$ cat src/rtl/rbs_pkg.sv
package rbs_pkg;
  localparam int FRW = 5;

  typedef enum logic [1:0] {SIG_A = 2'd0, SIG_B = 2'd1, SIG_C = 2'd2, SIG_D = 2'd3} sig_letter_e;

  typedef struct packed {
    logic        hit;
    sig_letter_e letter;
  } slot_t;

  // Which signalling letter a frame carries, if any.
  function automatic slot_t sig_slot(input logic [FRW-1:0] frame, input logic esf);
    slot_t s;
    s.hit    = 1'b0;
    s.letter = SIG_A;
    case (frame)
      5'd6:  begin s.hit = 1'b1; s.letter = SIG_A; end
      5'd12: begin s.hit = 1'b1; s.letter = SIG_B; end
      5'd18: begin s.hit = esf;  s.letter = SIG_C; end
      5'd24: begin s.hit = esf;  s.letter = SIG_D; end
      default: ;
    endcase
    return s;
  endfunction
endpackage

$ cat src/rtl/rbs_tx_insert.sv
module rbs_tx_insert #(
  parameter int N_CH = 24,
  localparam int CHW = $clog2(N_CH)
) (
  input  logic                     clk,
  input  logic                     rst_n,
  input  logic                     esf_mode,
  input  logic                     rbs_off,
  input  logic                     tx_valid,
  input  logic [rbs_pkg::FRW-1:0]  tx_frame,
  input  logic [CHW-1:0]           tx_chan,
  input  logic [7:0]               tx_byte_in,
  input  logic [N_CH*4-1:0]        tx_sig,
  output logic                     tx_out_valid,
  output logic [7:0]               tx_byte_out
);
  rbs_pkg::slot_t  slot;
  logic            chan_ok;
  logic [CHW+1:0]  base;
  logic [3:0]      ch_sig;
  logic            tx_rob_hit;

  always_comb begin
    slot       = rbs_pkg::sig_slot(tx_frame, esf_mode);
    chan_ok    = {1'b0, tx_chan} < (CHW+1)'(N_CH);
    base       = {tx_chan, 2'b00};
    ch_sig     = chan_ok ? tx_sig[base +: 4] : 4'b0000;
    tx_rob_hit = slot.hit && !rbs_off && chan_ok;
  end

  always_ff @(posedge clk) begin
    if (!rst_n) begin
      tx_out_valid <= 1'b0;
      tx_byte_out  <= 8'h00;
    end else begin
      tx_out_valid <= tx_valid;
      if (tx_valid)
        tx_byte_out <= tx_rob_hit ? {tx_byte_in[7:1], ch_sig[slot.letter]} : tx_byte_in;
    end
  end
endmodule

$ cat src/rtl/rbs_rx_capture.sv
module rbs_rx_capture #(
  parameter int N_CH = 24,
  localparam int CHW = $clog2(N_CH)
) (
  input  logic                     clk,
  input  logic                     rst_n,
  input  logic                     esf_mode,
  input  logic                     rx_valid,
  input  logic [rbs_pkg::FRW-1:0]  rx_frame,
  input  logic [CHW-1:0]           rx_chan,
  input  logic                     rx_bit,
  input  logic                     in_sync,
  output logic [N_CH*4-1:0]        samp_flat
);
  rbs_pkg::slot_t slot;
  logic           rx_capture;

  always_comb begin
    slot       = rbs_pkg::sig_slot(rx_frame, esf_mode);
    rx_capture = rx_valid && in_sync && slot.hit;
  end

  for (genvar ch = 0; ch < N_CH; ch++) begin : g_ch
    logic [3:0] samp_r;
    always_ff @(posedge clk) begin
      if (!rst_n)
        samp_r <= 4'b0000;
      else if (rx_capture && rx_chan == CHW'(ch)) begin
        if (!esf_mode) samp_r[3:2] <= 2'b00;
        samp_r[slot.letter] <= rx_bit;
      end
    end
    assign samp_flat[ch*4 +: 4] = samp_r;
  end
endmodule

$ cat src/rtl/rbs_debounce.sv
module rbs_debounce #(
  parameter int N_CH       = 24,
  parameter int DEB_FRAMES = 48,
  localparam int CNTW = $clog2(DEB_FRAMES + 1)
) (
  input  logic              clk,
  input  logic              rst_n,
  input  logic              tick_en,
  input  logic [N_CH*4-1:0] samp_flat,
  output logic [N_CH*4-1:0] stable_flat
);
  localparam logic [CNTW-1:0] DEB_MAX = CNTW'(DEB_FRAMES);
  localparam logic [CNTW-1:0] DEB_LST = CNTW'(DEB_FRAMES - 1);

  for (genvar ch = 0; ch < N_CH; ch++) begin : g_ch
    logic [3:0]      cand_r;
    logic [3:0]      stab_r;
    logic [CNTW-1:0] cnt_r;
    logic [3:0]      samp;
    assign samp = samp_flat[ch*4 +: 4];

    always_ff @(posedge clk) begin
      if (!rst_n) begin
        cand_r <= 4'b0000;
        stab_r <= 4'b0000;
        cnt_r  <= '0;
      end else if (tick_en) begin
        if (samp != cand_r) begin
          cand_r <= samp;
          cnt_r  <= CNTW'(1);
        end else if (cnt_r < DEB_MAX) begin
          cnt_r <= cnt_r + CNTW'(1);
          if (cnt_r == DEB_LST) stab_r <= cand_r;
        end
      end
    end
    assign stable_flat[ch*4 +: 4] = stab_r;
  end
endmodule

$ cat src/rtl/rbs_core.sv
module rbs_core #(
  parameter int N_CH       = 24,
  parameter int DEB_FRAMES = 48,
  localparam int CHW = $clog2(N_CH),
  localparam int SW  = N_CH * 4
) (
  input  logic                    clk,
  input  logic                    rst_n,
  input  logic                    esf_mode,
  input  logic                    rbs_off,
  input  logic                    deb_bypass,
  input  logic                    tx_valid,
  input  logic [rbs_pkg::FRW-1:0] tx_frame,
  input  logic [CHW-1:0]          tx_chan,
  input  logic [7:0]              tx_byte_in,
  input  logic [SW-1:0]           tx_sig,
  output logic                    tx_out_valid,
  output logic [7:0]              tx_byte_out,
  input  logic                    rx_valid,
  input  logic [rbs_pkg::FRW-1:0] rx_frame,
  input  logic [CHW-1:0]          rx_chan,
  input  logic                    rx_bit,
  input  logic                    in_sync,
  input  logic                    frame_tick,
  output logic [SW-1:0]           rx_sig
);
  logic [SW-1:0] samp_flat;
  logic [SW-1:0] stable_flat;
  logic          deb_tick;

  assign deb_tick = frame_tick && in_sync;

  rbs_tx_insert #(.N_CH(N_CH)) u_tx (
    .clk(clk), .rst_n(rst_n), .esf_mode(esf_mode), .rbs_off(rbs_off),
    .tx_valid(tx_valid), .tx_frame(tx_frame), .tx_chan(tx_chan),
    .tx_byte_in(tx_byte_in), .tx_sig(tx_sig),
    .tx_out_valid(tx_out_valid), .tx_byte_out(tx_byte_out)
  );

  rbs_rx_capture #(.N_CH(N_CH)) u_cap (
    .clk(clk), .rst_n(rst_n), .esf_mode(esf_mode), .rx_valid(rx_valid),
    .rx_frame(rx_frame), .rx_chan(rx_chan), .rx_bit(rx_bit),
    .in_sync(in_sync), .samp_flat(samp_flat)
  );

  rbs_debounce #(.N_CH(N_CH), .DEB_FRAMES(DEB_FRAMES)) u_deb (
    .clk(clk), .rst_n(rst_n), .tick_en(deb_tick),
    .samp_flat(samp_flat), .stable_flat(stable_flat)
  );

  assign rx_sig = deb_bypass ? samp_flat : stable_flat;
endmodule

$ cat config.mk
export PLATFORM = sky130hd
export DESIGN_NAME = rbs_core
export DESIGN_NICKNAME = d
export VERILOG_FILES = /design/src/rtl/rbs_pkg.sv /design/src/rtl/rbs_tx_insert.sv /design/src/rtl/rbs_rx_capture.sv /design/src/rtl/rbs_debounce.sv /design/src/rtl/rbs_core.sv
export SDC_FILE = /design/constraint.sdc
export NUM_CORES = 1
export LEC_CHECK = 0
export BUFFER_PORTS_ARGS = -buffer_cell sky130_fd_sc_hd__buf_2
export CAP_MARGIN = 20
export CORE_ASPECT_RATIO = 0.7
export CORE_MARGIN = 1.5
export CORE_UTILIZATION = 59
export DETAILED_ROUTE_END_ITERATION = 10
export PLACE_DENSITY = 0.8
export SYNTH_ARGS = -nofsm -noshare
export SYNTH_HDL_FRONTEND = slang
export SYNTH_SLANG_ARGS = --single-unit
$ cat constraint.sdc
create_clock -name clk -period 2.7 [get_ports clk]
set_clock_uncertainty 0.2 [all_clocks]
set_input_delay 0.405 -clock clk [delete_from_list [all_inputs] [get_ports clk]]
set_output_delay 0.405 -clock clk [all_outputs]
set_load 0.01 [all_outputs]
==> flow_summary_export.csv <==
group,metric,value,unit
finish,final_nets,2785,
finish,final_cell_mix,"dfxtp_1 (441), nand2_1 (359), buf_2 (236), a21boi_0 (204), nor2_1 (174)",
yosys,synth-compound-area-share,13.5,%
placement,pre_cts_slack,0.137,ns
sta,final_hold_viol_count,0,
yosys,synth-edff-count,0,
finish,final_common_cell,"dfxtp_1",
sta,hold_slack,0.0996,ns
drt,antenna_left,0,
global_routing,grt.total_usage,29.2,%
floorplan,die-width,231,um
yosys,yosysWarningCount,0,
critical_path,rr_worst_depth,5,
clock_tree,clk-insertion-delay-late,0.56,ns
critical_path,critical_path_class,"reg2reg",
drt,first_iter_violations,1562,
floorplan,coreArea,35800,sq um
global_routing,grt_pass1_wl,90300,um
clock_tree,cts_made_buffers,42,
critical_path,ff2ff_setup_slack,0.43,ns
sta,period_needed,2.27,ns
drt,drc_errors,0,
clock_tree,cts_resized,0,
sta,rsz0062_at_grt,"no",
yosys,syn_area,21400,sq um
placement,postPlaceCellArea,23300,sq um
job,drv_cap,0,
drt,num_vias,18282,
floorplan,rows,58,
yosys,synthTopCellsByArea,"dfxtp_1 (41%), a21boi_0 (7.1%), nand2_1 (6.3%), mux2i_1 (5.8%), mux2_2 (5.2%)",
drt,viasPerCell,5.82,
yosys,muxShareOfSynthArea,13.2,%
sta,fmax,0.441,GHz
clock_tree,path_clk_slew,0.06,ns
drt,wl_met3,3730,um
clock_tree,clk_path_buf_depth,3,
pwr,p_per_area,550,nW/um^2
yosys,ys_async_sr_fraction,0,%
sta,setup_tns,0,ns
drt,detail_route.first_pass.iterations,5,
drt,wl_met2,26200,um
yosys,ys_ff_latch,441,
finish,drive_above_1_share,18.6,%
pwr,totalPowerFinal,13.6,mW
critical_path,end_kind,"flop",
yosys,synthAdderAreaFrac,1.40,%
clock_tree,holdBufCountCts,9,
min_path,hp-class,"in2reg",
drt,wl_met1,24100,um
yosys,yosysTopAreaCell,"dfxtp_1",
sta,final_max_slew_viol_count,0,
finish,design_area,24800,sq um
pwr,ir_worst_vdd,0.461,mV
critical_path,critPathMaxFanout,4,
sta,slew_headroom,43.1,%
yosys,yosys.area_share.simple,21.5,%
critical_path,arrival,2.50,ns
yosys,yosysUniqueCellTypes,50,
yosys,synth_top_area_share,41.2,%
yosys,synth_area_per_cell,8.88,sq um
yosys,synth_ff_type,"dfxtp_1",
floorplan,die_area,37500,sq um
yosys,synth_nets,2571,
sta,finalSetupViolCount,0,
floorplan,die_h,162,um
clock_tree,htree_levels,2,
floorplan,initial_core_util,59.8,%
yosys,synth_top_family_by_area,"simple AND/OR/NAND/NOR gates",
drt,top_layer,"met4",
clock_tree,post-cts-setup-buffers,0,
yosys,syn_inst,2413,
global_routing,first_global_vias,18042,
placement,place.port_buffers,238,
global_routing,overflow,0,
sta,tightestPinTransition,0.852,ns
pwr,leakagePower,10.6,nW
drt,drt-total-wl,55700,um
global_routing,antenna_found_initial,2,
sta,finalCritPeriodShare,83.9,%
yosys,synth_xor_area_share,6.54,%
sta,fin_ws,0.434,ns
min_path,whs_path_depth,5,
clock_tree,tritoncts,"yes",
placement,dpl.hpwl,38300,um
floorplan,num_io_pins,239,
drt,wl_per_cell,17.7,um
finish,synthToLayoutAreaGrowth,15.9,%
global_routing,grt_max_degree,111,
placement,place_congestion,0.911,
status,outcome,"finished clean",
clock_tree,clock-root-buffer,"clkbuf_16",
critical_path,worstPathRequired,2.93,ns
finish,fillers,2741,
yosys,yosysSeqAreaShare,41.2,%
clock_tree,clock_sinks,441,
critical_path,startpoint_type,"flop",
==> stage by stage <==
| step | util, % | std cells |
|---|---|---|
| 6_report | 69.2 | 3141 |
| 5_1_grt | 69.2 | 3141 |
| 4_1_cts | 69.2 | 3139 |
| 3_5_place_dp | 64.9 | 3054 |
| 3_3_place_gp | 64.9 | 3054 |
| 2_1_floorplan | - | 2413 |
==> report_power, final <==
part | leakage, nW | internal, mW | switching (mW)
clock | 0.724 | 3.65 | 2.51
sequential | 3.56 | 6.56 | 0.0460
combinational | 6.36 | 0.383 | 0.491
total | 10.6 | 10.6 | 3.05
==> cell families after synthesis <==
group,count (synthesis)
flops,441
simple gates,954
xor+xnor,160
buf+inv,144
compound gates,447
mux,243
fa+ha+maj,24
==> flip-flops by register name, indices dropped and copies added, names as in the netlist <==
name,count
u_tx.tx_byte_out,8
u_cap.g_ch.samp_r,96
u_deb.g_ch.cnt_r,144
u_tx.tx_out_valid,1
u_deb.g_ch.cand_r,96
u_deb.g_ch.stab_r,96
==> cell type report <==
cell class	instances	area, sq um	share of cell area [%]
sequential	441	8830	35.6
multi-input combinational	1828	12000	48.5
clock buffer	65	1320	5.32
timing repair buffer	305	1850	7.47
inverter	9	33.8	0.136
tap	480	601	2.42
antenna	2	5.00	0.0202
clock inverter	11	130	0.524
==> worst max-delay path, stage by stage (launching register included) <==
cell and delay (ns):
dfxtp_1 0.34, xor2_1 0.15, nor4_1 0.66, nand4b_1 0.44, mux2i_1 0.28, nor2b_1 0.08
==> final timing paths <==
path                           startpoint                      end
hold reg to reg   u_deb.g_ch[9].cand_r[2]  u_deb.g_ch[9].cand_r[2]
setup / recovery  u_cap.g_ch[5].samp_r[1]  u_deb.g_ch[5].stab_r[2]
setup reg to reg  u_cap.g_ch[5].samp_r[1]  u_deb.g_ch[5].stab_r[2]
hold / removal              tx_byte_in[0]      u_tx.tx_byte_out[0]
==> cell usage after synthesis, types with 9 or more instances <==
| cell type | n |
|---|---|
| inv_1 | 9 |
| xor2_1 | 121 |
| o211a_1 | 10 |
| nand2_1 | 360 |
| a21oi_1 | 40 |
| mux4_2 | 21 |
| nand3_1 | 99 |
| ha_1 | 24 |
| and3_1 | 13 |
| dfxtp_1 | 441 |
| a21boi_0 | 204 |
| clkbuf_1 | 114 |
| nor4_1 | 25 |
| mux2_2 | 98 |
| nor2b_1 | 122 |
| nand2b_1 | 38 |
| nand4_1 | 37 |
| and2_1 | 30 |
| nor2_1 | 176 |
| xnor2_1 | 39 |
| nand4b_1 | 19 |
| mux2i_1 | 124 |
| a31oi_1 | 11 |
| o21ai_0 | 163 |
| buf_2 | 9 |
==> metal layers <==
metal / up-vias / GRT usage (%)
met5: - / 0
met4: 0 / 10.5
met3: 127 / 4.50
met2: 635 / 48.8
met1: 8758 / 38.5
li1: 8762 / -
No activity file was read; power rests on OpenSTA's default activity.
